**config.mk**
```make
export PLATFORM = sky130hd
export DESIGN_NAME = shd_cond_unit
export DESIGN_NICKNAME = d
export VERILOG_FILES = /design/src/rtl/shd_cond_pkg.sv /design/src/rtl/shd_fcmp.sv /design/src/rtl/shd_cond_eval.sv /design/src/rtl/shd_clamp.sv /design/src/rtl/shd_cond_lane.sv /design/src/rtl/shd_cond_unit.sv
export SDC_FILE = /design/constraint.sdc
export NUM_CORES = 1
export LEC_CHECK = 0
export ABC_AREA = 1
export BUFFER_PORTS_ARGS = -buffer_cell sky130_fd_sc_hd__buf_2
export CAP_MARGIN = 20
export CORE_AREA = 2 2 209 211
export DETAILED_ROUTE_END_ITERATION = 10
export DIE_AREA = 0 0 211 213
export PLACE_DENSITY = 0.68
export SLEW_MARGIN = 25
export SYNTH_ARGS = -nofsm -noshare
export SYNTH_HDL_FRONTEND = slang
export SYNTH_SLANG_ARGS = --single-unit
```
**constraint.sdc**
```tcl
create_clock -name clk -period 5.27 [get_ports clk]
set_clock_uncertainty 0.1 [all_clocks]
set_input_delay 1.3175 -clock clk [delete_from_list [all_inputs] [get_ports clk]]
set_output_delay 1.3175 -clock clk [all_outputs]
set_load 0.01 [all_outputs]
```
**src/rtl/shd_cond_pkg.sv**
```systemverilog
package shd_cond_pkg;

  localparam int FP_W      = 32;
  localparam int FP_MANT_W = 23;
  localparam int CODE_W    = 4;

  localparam logic [FP_W-1:0] FP_ZERO = 32'h0000_0000;
  localparam logic [FP_W-1:0] FP_ONE  = 32'h3F80_0000;

  typedef enum logic [1:0] {
    OP_SET    = 2'd0,
    OP_SELECT = 2'd1,
    OP_BRANCH = 2'd2,
    OP_KILL   = 2'd3
  } op_class_e;

  // encoding is fixed: the instruction decoder feeds the raw field
  typedef enum logic [CODE_W-1:0] {
    CC_TRUE = 4'd0,  CC_GT  = 4'd1,  CC_LT  = 4'd2,  CC_GE  = 4'd3,
    CC_LE   = 4'd4,  CC_EQ  = 4'd5,  CC_NE  = 4'd6,  CC_AND = 4'd7,
    CC_OR   = 4'd8,  CC_XOR = 4'd9,  CC_NOT = 4'd10, CC_NZ  = 4'd11,
    CC_GEZ  = 4'd12, CC_GZ  = 4'd13, CC_LEZ = 4'd14, CC_LZ  = 4'd15
  } cond_e;

  // relation of operand a to operand b, plus single-operand facts about a
  typedef struct packed {
    logic lt;
    logic gt;
    logic eq;
    logic a_zero;
    logic b_zero;
    logic a_neg;
    logic a_nan;
  } fp_rel_t;

  function automatic logic cond_is_binary(input logic [CODE_W-1:0] c);
    return (c >= CC_GT) && (c <= CC_XOR);
  endfunction

endpackage

```
**src/rtl/shd_fcmp.sv**
```systemverilog
module shd_fcmp
  import shd_cond_pkg::*;
(
  input  logic [FP_W-1:0] a_i,
  input  logic [FP_W-1:0] b_i,
  output fp_rel_t         rel_o
);

  localparam int SIGN_B = FP_W - 1;
  localparam int MAG_HI = FP_W - 2;

  logic a_nan, b_nan, unord;
  logic a_zero, b_zero, both_zero;
  logic a_neg, b_neg;
  logic a_mag_lt, b_mag_lt;
  logic lt_raw, gt_raw, eq_raw;

  always_comb begin
    a_nan     = (&a_i[MAG_HI:FP_MANT_W]) & (|a_i[FP_MANT_W-1:0]);
    b_nan     = (&b_i[MAG_HI:FP_MANT_W]) & (|b_i[FP_MANT_W-1:0]);
    unord     = a_nan | b_nan;
    a_zero    = ~|a_i[MAG_HI:0];
    b_zero    = ~|b_i[MAG_HI:0];
    both_zero = a_zero & b_zero;
    a_neg     = a_i[SIGN_B];
    b_neg     = b_i[SIGN_B];
    a_mag_lt  = a_i[MAG_HI:0] < b_i[MAG_HI:0];
    b_mag_lt  = b_i[MAG_HI:0] < a_i[MAG_HI:0];

    if (both_zero) begin
      lt_raw = 1'b0;
      gt_raw = 1'b0;
    end else if (a_neg != b_neg) begin
      lt_raw = a_neg;
      gt_raw = b_neg;
    end else if (!a_neg) begin
      lt_raw = a_mag_lt;
      gt_raw = b_mag_lt;
    end else begin
      lt_raw = b_mag_lt;
      gt_raw = a_mag_lt;
    end
    eq_raw = both_zero | (a_i == b_i);

    rel_o.lt     = lt_raw & ~unord;
    rel_o.gt     = gt_raw & ~unord;
    rel_o.eq     = eq_raw & ~unord;
    rel_o.a_zero = a_zero;
    rel_o.b_zero = b_zero;
    rel_o.a_neg  = a_neg;
    rel_o.a_nan  = a_nan;
  end

endmodule

```
**src/rtl/shd_cond_eval.sv**
```systemverilog
module shd_cond_eval
  import shd_cond_pkg::*;
(
  input  logic [CODE_W-1:0] code_i,
  input  fp_rel_t           rel_i,
  output logic              hit_o
);

  cond_e code;
  logic  a_true, b_true, sign_ok;

  always_comb begin
    code    = cond_e'(code_i);
    a_true  = ~rel_i.a_zero;
    b_true  = ~rel_i.b_zero;
    sign_ok = ~rel_i.a_nan;
    case (code)
      CC_TRUE: hit_o = 1'b1;
      CC_GT:   hit_o = rel_i.gt;
      CC_LT:   hit_o = rel_i.lt;
      CC_GE:   hit_o = rel_i.gt | rel_i.eq;
      CC_LE:   hit_o = rel_i.lt | rel_i.eq;
      CC_EQ:   hit_o = rel_i.eq;
      CC_NE:   hit_o = ~rel_i.eq;
      CC_AND:  hit_o = a_true & b_true;
      CC_OR:   hit_o = a_true | b_true;
      CC_XOR:  hit_o = a_true ^ b_true;
      CC_NOT:  hit_o = rel_i.a_zero;
      CC_NZ:   hit_o = a_true;
      CC_GEZ:  hit_o = sign_ok & (~rel_i.a_neg | rel_i.a_zero);
      CC_GZ:   hit_o = sign_ok & ~rel_i.a_neg & ~rel_i.a_zero;
      CC_LEZ:  hit_o = sign_ok & (rel_i.a_neg | rel_i.a_zero);
      CC_LZ:   hit_o = sign_ok & rel_i.a_neg & ~rel_i.a_zero;
      default: hit_o = 1'b0;
    endcase
  end

endmodule

```
**src/rtl/shd_clamp.sv**
```systemverilog
module shd_clamp
  import shd_cond_pkg::*;
(
  input  logic            en_i,
  input  logic [FP_W-1:0] val_i,
  output logic [FP_W-1:0] val_o
);

  localparam int MAG_HI = FP_W - 2;

  logic is_nan, is_neg, above_one;

  always_comb begin
    is_nan    = (&val_i[MAG_HI:FP_MANT_W]) & (|val_i[FP_MANT_W-1:0]);
    is_neg    = val_i[FP_W-1];
    above_one = val_i[MAG_HI:0] > FP_ONE[MAG_HI:0];
    if (!en_i)                 val_o = val_i;
    else if (is_nan || is_neg) val_o = FP_ZERO;
    else if (above_one)        val_o = FP_ONE;
    else                       val_o = val_i;
  end

endmodule

```
**src/rtl/shd_cond_lane.sv**
```systemverilog
module shd_cond_lane
  import shd_cond_pkg::*;
(
  input  op_class_e         op_i,
  input  logic [CODE_W-1:0] code_i,
  input  logic [FP_W-1:0]   s0_i,
  input  logic [FP_W-1:0]   s1_i,
  input  logic [FP_W-1:0]   s2_i,
  input  logic              sat_i,
  output logic              hit_o,
  output logic [FP_W-1:0]   res_o
);

  logic            binary, swap;
  logic [FP_W-1:0] cmp_a, cmp_b, raw;
  fp_rel_t         rel;

  // a single comparator; SELECT with a binary code reverses the operand roles
  always_comb begin
    binary = cond_is_binary(code_i);
    swap   = (op_i == OP_SELECT) && binary;
    cmp_a  = swap ? s1_i : s0_i;
    cmp_b  = swap ? s0_i : s1_i;
  end

  shd_fcmp u_cmp (
    .a_i   (cmp_a),
    .b_i   (cmp_b),
    .rel_o (rel)
  );

  shd_cond_eval u_eval (
    .code_i (code_i),
    .rel_i  (rel),
    .hit_o  (hit_o)
  );

  always_comb begin
    if (op_i == OP_SELECT) begin
      if (binary) raw = hit_o ? s2_i : s1_i;
      else        raw = hit_o ? s1_i : s2_i;
    end else begin
      raw = hit_o ? FP_ONE : FP_ZERO;
    end
  end

  shd_clamp u_sat (
    .en_i  (sat_i),
    .val_i (raw),
    .val_o (res_o)
  );

endmodule

```
**src/rtl/shd_cond_unit.sv**
```systemverilog
module shd_cond_unit
  import shd_cond_pkg::*;
#(
  parameter int LANES = 4
) (
  input  logic                  clk,
  input  logic                  rst_n,
  input  logic                  in_valid,
  input  logic [1:0]            op_class,
  input  logic [CODE_W-1:0]     cond_code,
  input  logic [LANES*FP_W-1:0] src0,
  input  logic [LANES*FP_W-1:0] src1,
  input  logic [LANES*FP_W-1:0] src2,
  input  logic [LANES-1:0]      wr_mask,
  input  logic                  sat_en,
  output logic [LANES*FP_W-1:0] dst,
  output logic [LANES-1:0]      dst_we,
  output logic                  taken
);

  localparam int SYNC_STAGES = 2;

  // reset: asserted asynchronously, released on the clock
  logic [SYNC_STAGES-1:0] rst_sync_q;
  logic                   rst_in_n;

  always_ff @(posedge clk or negedge rst_n) begin
    if (!rst_n) rst_sync_q <= '0;
    else        rst_sync_q <= {rst_sync_q[SYNC_STAGES-2:0], 1'b1};
  end
  assign rst_in_n = rst_sync_q[SYNC_STAGES-1];

  op_class_e                    op;
  logic                         is_flow;
  logic [LANES-1:0]             hit;
  logic [LANES-1:0][FP_W-1:0]   res;
  logic [LANES-1:0][FP_W-1:0]   dst_q;
  logic [LANES-1:0]             we_d, we_q;
  logic                         taken_d, taken_q;

  assign op      = op_class_e'(op_class);
  assign is_flow = (op == OP_BRANCH) || (op == OP_KILL);

  for (genvar g = 0; g < LANES; g++) begin : g_lane
    shd_cond_lane u_lane (
      .op_i   (op),
      .code_i (cond_code),
      .s0_i   (src0[g*FP_W +: FP_W]),
      .s1_i   (src1[g*FP_W +: FP_W]),
      .s2_i   (src2[g*FP_W +: FP_W]),
      .sat_i  (sat_en),
      .hit_o  (hit[g]),
      .res_o  (res[g])
    );
  end

  // next state
  always_comb begin
    we_d    = (in_valid && !is_flow) ? wr_mask : '0;
    taken_d = in_valid && is_flow && hit[0];
  end

  // registers: per-lane clock enable on the destination
  for (genvar g = 0; g < LANES; g++) begin : g_dst
    always_ff @(posedge clk or negedge rst_in_n) begin
      if (!rst_in_n)   dst_q[g] <= '0;
      else if (we_d[g]) dst_q[g] <= res[g];
    end
  end

  always_ff @(posedge clk or negedge rst_in_n) begin
    if (!rst_in_n) begin
      we_q    <= '0;
      taken_q <= 1'b0;
    end else begin
      we_q    <= we_d;
      taken_q <= taken_d;
    end
  end

  assign dst    = dst_q;
  assign dst_we = we_q;
  assign taken  = taken_q;


  idle_quiet_chk: assert property (@(posedge clk) disable iff (!rst_in_n)
    !in_valid |=> (dst_we == '0) && !taken && $stable(dst));


  mask_to_we_chk: assert property (@(posedge clk) disable iff (!rst_in_n)
    (in_valid && !op_class[1]) |=> (dst_we == $past(wr_mask)) && !taken);


  flow_no_write_chk: assert property (@(posedge clk) disable iff (!rst_in_n)
    (in_valid && op_class[1]) |=> (dst_we == '0) && $stable(dst));


  flow_true_taken_chk: assert property (@(posedge clk) disable iff (!rst_in_n)
    (in_valid && op_class[1] && cond_code == CC_TRUE) |=> taken);

  for (genvar g = 0; g < LANES; g++) begin : g_chk

    set_is_bool_chk: assert property (@(posedge clk) disable iff (!rst_in_n)
      (in_valid && op_class == OP_SET && wr_mask[g]) |=>
        (dst[g*FP_W +: FP_W] == FP_ZERO) || (dst[g*FP_W +: FP_W] == FP_ONE));


    sat_range_chk: assert property (@(posedge clk) disable iff (!rst_in_n)
      (in_valid && !op_class[1] && sat_en && wr_mask[g]) |=>
        !dst[g*FP_W + FP_W - 1] && (dst[g*FP_W +: FP_W-1] <= FP_ONE[FP_W-2:0]));
  end

endmodule

```
==> impl.org, run 1 <==
** Clock network
- CTS tree :: done
- The cell sitting at the root of the clock tree is a clkbuf_16.
- Sink Count :: ~140
- The clock reaches the later pin of the worst-skew pair after slightly below 0.5 ns.
- Clk pin slew, worst setup/hold paths :: approximately 0.070 ns
- Number of buffers added by the clock tree synthesis step :: 17
- No sink is reached through more buffers than the 2 on the longest clock path.
- Cts-stage hold buffer count :: 0
- H-Tree Level Count :: 4

** STA
- In the finished design, the share of the clock period the worst path needs comes to 1.062.
- Hold is met by around 0.24 ns.
- The worst path in the final design needs a cycle of 5.595 ns, including I/O delays and setup.
- Setup repair after global routing could not meet its margin everywhere.
- Setup Total Neg Slack :: -30.54 ns
- Final critical-path setup slack :: -0.3254 ns
- For the pin with the worst max-slew slack, the measured transition is 0.9552 ns.
- Setup violations remaining at the end of the flow were counted as 120.
- Peak Freq :: ~0.18 GHz
- The count of endpoints failing hold in the final timing report came to 0.
- Fin. max-slew vios :: 0
- The worst pin sits at a relative slew slack of 0.3632.

** Logic synthesis
- After synthesis the netlist holds a flip-flop and latch count of 135.
- Synthesized instance count :: ~3400
- Yosys instantiated no cell more often than nand2_1.
- Synth Area per Inst :: about 5.3 um^2
- Of the synthesized area, sequential elements account for 0.1846.
- The synthesized netlist occupies a cell area of between 15000 and 20000 um^2.
- Synth Net Count :: between 3000 and 4000
- In the synthesized netlist the dominant register cell turns out to be dfrtp_1.
- Netlist cell types :: between 50 and 60
- Fraction of registers with async set or reset after synthesis :: 1.000
- Most area-hungry cell type in the Yosys netlist :: nand2_1
- Of the post-synthesis cell area, the dominant cell type holds 0.2788.
- Post-synth EDFFs :: 0
- The commonest cells after synthesis are nand2_1, inv_1, nand3_1.
- Synth Warn # :: 0
- Top post-synthesis cells by area :: nand2_1, dfrtp_1, nand3_1

** Setup path
- Critical path class :: input port to flop
- In this design, the critical path's most frequently occurring cell is nand2_1.
- STA classifies the critical path endpoint as a flop.
- Of all nets on the critical path, the largest fanout is 21.
- Worst-path cell with the longest stage delay :: o21ai_4
- Data arrival time at the worst-slack endpoint :: just under 6 ns
- Largest incremental delay on the critical path :: 0.27 ns
- Required time of the worst setup path :: 5.54 ns
- CP Launch Type :: input port

** Detailed routing
- The pre-antenna-repair detailed-routing pass consisted of 8 iterations.
- Mean routed wirelength per cell :: 16.58 um
- Total number of vias :: 25550
- For this run, design rule violations remaining after detail routing come to 0.
- The detail route stage leaves a number of antenna-violating nets equal to 0.
- Ratio of routed vias to standard cells :: between 5 and 6
- Total detailed-routing wirelength :: around 82000 um
- For this block, the initial DRC count from the detailed router was 2296.

** Floorplanning
- # rows :: 76
- The core region is 42700 um^2.
- The initial utilization of the core area, before any placement, comes to 0.4286.
- Horizontal extent of the die :: around 210 um
- The die is 213 um tall.
- Number of I/O pins :: between 500 and 600
- The floorplan step defined a die boundary enclosing 44940 um^2.

** Worst hold path
- Hold Path Class :: flop to flop

** Place
- During placement, the flow inserted port buffers numbering 530.
- Before CTS, the worst setup slack after placement is -1.005 ns.
- Routability Congestion :: slightly above 1
- Cell area reported after detailed placement :: between 20000 and 25000 um^2
- DP Wirelength :: roughly 63000 um

** Power and ir drop
- Across the VDD grid, the largest voltage drop is 199.2 uV.
- Power density over the cells :: around 200 nW/um^2
- Switching Share :: 0.4179
- The share of total power dissipated in sequential elements is 0.253.
- The share of total power dissipated in the clock network is 0.228.
- Total power for the finished layout comes to 0.005237 W.
- For this design the total switching power over the nets is ~0.0022 W.
- Standby leakage power :: roughly 16 nW
- Of the total power, combinational logic draws 0.520.
- Cell-internal power :: 0.003049 W

** Global routing
- Maximum number of pins on one net before global-route repair :: a little under 70
- First-pass GRT wire length :: 117800 um
- Vias in the first global route :: about 23000
- Total grt overflow :: 0
- Number of antenna violations at the first check in global routing :: 30
- Across every metal layer, demand over resource in global routing totals 0.3351.

** Cells and area
- Compared with the post-synthesis result, the final layout area differs by 46.26%.
- Finished Cell Area :: 26760 um^2
- Layout cells sized above 1 :: 0.2918
- The net count of the finished layout is 4751.

** Outcome
- The checks that failed: negative setup slack.
- Result of the run :: complete, but fails checks

** Run
- Max-cap violations in this run came to 0.
[kinds of logic after synthesis]
| logic type | after synthesis | share of synthesized area |
|---|---|---|
| AND/OR/NAND/NOR | 2242 | 0.5264 |
| buffers and inverters | 635 | 0.1481 |
| AO/OA/AOI/OAI | 328 | 0.09716 |
| flip-flops | 135 | 0.1846 |
| XOR/XNOR | 84 | 0.04021 |
| adder cells (fa/ha/maj) | 4 | 0.002735 |
| other | 1 | 0.0002049 |
| multiplexers | 1 | 0.0005470 |
[power groups by stage]
stage          clock (W)  sequential [W]  combinational (W)
6_report         0.00119         0.00132            0.00272
3_5_place_dp           0         0.00133            0.00248
4_1_cts          0.00121         0.00132            0.00250
3_3_place_gp           0         0.00133            0.00246
5_1_grt          0.00124         0.00134            0.00300
2_1_floorplan          0         0.00142            0.00126
[area by class of cell]
cell class	count	area, um^2
Tap cell	546	683.2
Inverter	494	1857
Clock buffer	20	446.7
Antenna cell	26	65.06
Clock inverter	12	120.1
Sequential cell	135	3382
Multi-Input combinational cell	2661	12850
Fill cell	4193	15930
Timing Repair Buffer	1040	7363
[stage by stage]
stage | util | std cells
after global placement | 0.5763 | 4827
after floorplan | - | 3430
final | 0.6268 | 4934
after detailed placement | 0.5763 | 4827
after global routing | 0.6261 | 4921
after CTS | 0.5928 | 4859
[cell usage in the layout (no fill, tap or decap), drive strengths merged, types with 5 or more instances in the layout]
cell	instances
a211oi	5
a21oi	56
and2	7
and3	5
buf	1018
clkbuf	42
clkinvlp	5
dfrtp	135
diode	26
inv	496
nand2	1374
nand3	384
nand3b	31
nand4	79
nor2	257
nor3	34
nor4	26
o211ai	21
o21ai	227
or2	40
xnor2	33
xor2	51
[sequential cells by signal, indices dropped and copies added, names as in the netlist]
| signal | cells |
|---|---|
| dst | 128 |
| rst_sync_q | 2 |
| taken | 1 |
| dst_we | 4 |
[layer usage]
layer / up-vias / share of wire / GRT usage
met1: 11420 / 0.41 / 0.4255
met3: 221 / 0.091 / 0.07280
met4: 18 / 0.041 / 0.1515
met2: 1197 / 0.45 / 0.5447
met5: - / 0.0015 / 0
li1: 12690 / - / -
[final timing paths]
path	from	to	slack, ns	cells after the start
max reg2reg	rst_sync_q[1]	dst[30]	3.81	1
min in group asynchronous	rst_sync_q[1]	dst[95]	0.36	0
max	cond_code[2]	dst[113]	-0.33	38
min reg2reg	rst_sync_q[0]	rst_sync_q[1]	0.24	0
max in group asynchronous	rst_sync_q[1]	dst[30]	3.81	1
min	rst_sync_q[0]	rst_sync_q[1]	0.24	0
[worst max-delay path, delay by kind of cell]
family,cells,cell delay (ns)
adders and majority gates,1,0.19
buffers and inverters,12,1.62
and+or+nand+nor,22,2.28
AOI/OAI and AO/OA,3,0.41
[timing repair]
item                                    in CTS  in global routing
endpoints found under the hold margin        0                  0
endpoints found under the setup margin     120                124
gates cloned                                 0                 27
pin swaps                                    4                 44
setup buffers                                0                 22
resized for setup                           37                183
(Power assumes the default switching activity.)
==> run 2, diff against run 1 <==
--- a/config.mk
+++ b/config.mk
@@ -8,10 +8,10 @@
 export ABC_AREA = 1
 export BUFFER_PORTS_ARGS = -buffer_cell sky130_fd_sc_hd__buf_2
 export CAP_MARGIN = 20
-export CORE_AREA = 2 2 209 211
+export CORE_AREA = 2 2 208 210
 export DETAILED_ROUTE_END_ITERATION = 10
-export DIE_AREA = 0 0 211 213
-export PLACE_DENSITY = 0.68
+export DIE_AREA = 0 0 210 212
+export PLACE_DENSITY = 0.69
 export SLEW_MARGIN = 25
 export SYNTH_ARGS = -nofsm -noshare
 export SYNTH_HDL_FRONTEND = slang
==> constraint.sdc (replaced) <==
create_clock -name clk -period 6.64 [get_ports clk]
set_clock_uncertainty 0.1 [all_clocks]
set_input_delay 1.66 -clock clk [delete_from_list [all_inputs] [get_ports clk]]
set_output_delay 1.66 -clock clk [all_outputs]
set_load 0.01 [all_outputs]
==> impl.org, run 2 (synthesized netlist as in run 1, its figures left out) <==
** Outcome
- The flow ran to the end, and the final reports show no timing, DRC or antenna violations.

** Clock network
- At the later pin of the worst-skew pair, clock insertion delay measures 0.48 ns.
- Cts-stage hold buffer count :: 0
- The tree is rooted in a clkbuf_16.
- After clock tree synthesis, the clock-pin slew on the worst setup and hold paths is ~0.070 ns.
- CTS tree :: done
- In this run, CTS created clock tree buffers numbering 17.
- The clock passes through at most 2 buffers.
- Sink Count :: 135
- H-Tree Level Count :: 4

** Global routing
- Entering global routing, the biggest net connects ~150 pins.
- Number of antenna violations at the first check in global routing :: 34
- The layer flagged by global routing as most heavily used is met2.
- For this run the aggregate overflow at the end of global routing stands at 0.
- Vias in the first global route :: about 22000
- GRT Total Usage :: 0.3280
- For this run, global-route usage on met3 was measured as 0.05894.
- In the global route stage, met2 resource usage came out at 0.5429.
- Met1 demand-to-capacity share in global routing :: 0.4267
- The first global-routing pass estimated ~110000 um of wire.

** Detailed routing
- Once detail routing completed, the nets flagged for antenna violations numbered 0.
- In the routed design, unresolved DRC markers number 0.
- In the routed layout, each cell is associated on average with a via count of approximately 5.1.
- Total detailed-routing wirelength :: 74760 um
- Total number of vias :: approximately 24000
- Initial drt markers :: around 1800
- Length of the first detailed-routing pass in iterations :: 6
- Mean routed wirelength per cell :: 16.08 um

** Setup path
- Required time of the worst setup path :: between 6 and 7 ns
- Critical path endpoint category :: flop
- CP Launch Type :: input port
- Worst-path cell with the longest stage delay :: buf_4
- Among the stages of the critical path, the cell type that occurs most often is nand2_1.
- For the worst setup path, the data arrival time is 6.31 ns.
- Largest incremental delay on the critical path :: 0.31 ns
- The worst setup path is of the input port to flop kind.
- In this run the worst path has a maximum fanout of 30.

** Floorplanning
- The die covers between 40000 and 50000 um^2.
- After floorplanning, the core was sized to cover around 43000 um^2.
- # rows :: 76
- Pin placement for this block handled around 530 I/O pins.
- From bottom edge to top edge, the die measures roughly 210 um.
- Horizontal extent of the die :: 210 um
- Initial Utilization :: 0.4305

** Cells and area
- Fill cell instance count of the final layout :: 4577
- Relative to the synthesized area, the layout overhead comes to 28.51%.
- After routing the design area is 23520 um^2.
- Most frequent standard cell in the layout excluding fill and tap cells :: nand2_1
- The finished layout holds between 4000 and 5000 standard cells, fillers aside.
- Layout cells sized above 1 :: 0.2120
- Nets :: ~4500
- Counting flops per register, the top entry is dst.
- The top cell types in the final layout, fill and taps aside, are nand2_1, buf_2, inv_1.
- The register with the most flip-flops in the layout has approximately 130 of them.

** Place
- Routability Congestion :: between 0.9 and 1
- After legalization and detailed placement, the total HPWL measured 61230 um.
- Cell count after placement :: approximately 4600
- Cell area reported after detailed placement :: roughly 23000 um^2
- In this run the tool buffered the top-level ports with 530 buffer cells.

** Worst hold path
- The path class of the tightest hold or removal check is flop to flop.

** STA
- Adding up every negative setup slack in the final design gives 0 ns.
- Static timing analysis puts the maximum clock frequency at 0.1656 GHz.
- On the final layout, the worst hold slack is about 0.24 ns.
- The final max-slew violation count came to 0.
- Slew at the pin with the worst max-slew slack :: slightly above 0.9 ns
- Crit share post-route :: 0.9093
- RSZ-0062 raised after global routing :: no
- Counting I/O delays and the setup requirement, the final critical path takes between 6 and 7 ns.
- Headroom to the max-slew limit came out at 0.3865.
- Number of hold violations in the final report :: 0
- Setup violations remaining at the end of the flow were counted as 0.

** Power and ir drop
- IR analysis of the VDD net gives a maximum drop of approximately 170 uV.
- Power density over the cells :: 166.0 nW/um^2
- The analysis attributes to cell leakage a power of roughly 15 nW.

** Run
- The tool flagged a number of max-cap violations equal to 0.
## run 2: power breakdown
group,total (W),internal (W),switching [W]
sequential,0.00105,0.000961,0.0000881
combinational,0.00186,0.000737,0.00112
clock,0.000994,0.000561,0.000433
total,0.00390,0.00226,0.00164
## run 2: cell type report
class | count | area (um^2) | share of cell area
Antenna cell | 24 | 60.06 | 0.002554
Clock buffer | 18 | 429.2 | 0.01825
Clock inverter | 14 | 162.7 | 0.006917
Inverter | 494 | 1857 | 0.07896
Multi-Input combinational cell | 2660 | 12230 | 0.5200
Sequential cell | 135 | 3382 | 0.1438
Tap cell | 546 | 683.2 | 0.02905
Timing Repair Buffer | 759 | 4713 | 0.2004
## run 2: metal layers
| metal | part of all wire | vias up |
|---|---|---|
| met2 | 0.46 | 1006 |
| met4 | 0.030 | 22 |
| met5 | 0.0020 | - |
| met1 | 0.43 | 10650 |
| li1 | - | 12120 |
| met3 | 0.081 | 131 |
## run 2: final timing paths
check,startpoint,to,slack [ns],cells after the start
setup / recovery,cond_code[2],dst[17],0.60,33
hold / removal,rst_sync_q[0],rst_sync_q[1],0.24,0
setup reg to reg,rst_sync_q[1],dst[3],4.68,1
hold reg to reg,rst_sync_q[0],rst_sync_q[1],0.24,0
max in group asynchronous,rst_sync_q[1],dst[3],4.68,1
min in group asynchronous,rst_sync_q[1],dst_we[2],0.35,0
## run 2: metrics by stage
stage                     total power (W)  setup WS, ns  utilization
after floorplan                  0.002122        0.9534            -
after global routing             0.004180       0.03278       0.5527
final                            0.003903        0.6021       0.5533
after detailed placement         0.002886       0.03152       0.5361
after global placement           0.002880       0.01791       0.5361
after CTS                        0.003903        0.5517       0.5501
## run 2: what timing repair did
action	in CTS	in global routing
hold endpoints to repair	0	0
resized for setup	0	5
setup endpoints to repair	0	84
setup buffers	0	2
## run 2: worst max-delay path, delay by kind of cell
| family | cells | cell delay (ns) |
|---|---|---|
| buffers and inverters | 6 | 1.01 |
| AND/OR/NAND/NOR | 24 | 3.14 |
| AO/OA/AOI/OAI | 2 | 0.22 |
| adder cells (fa/ha/maj) | 1 | 0.23 |
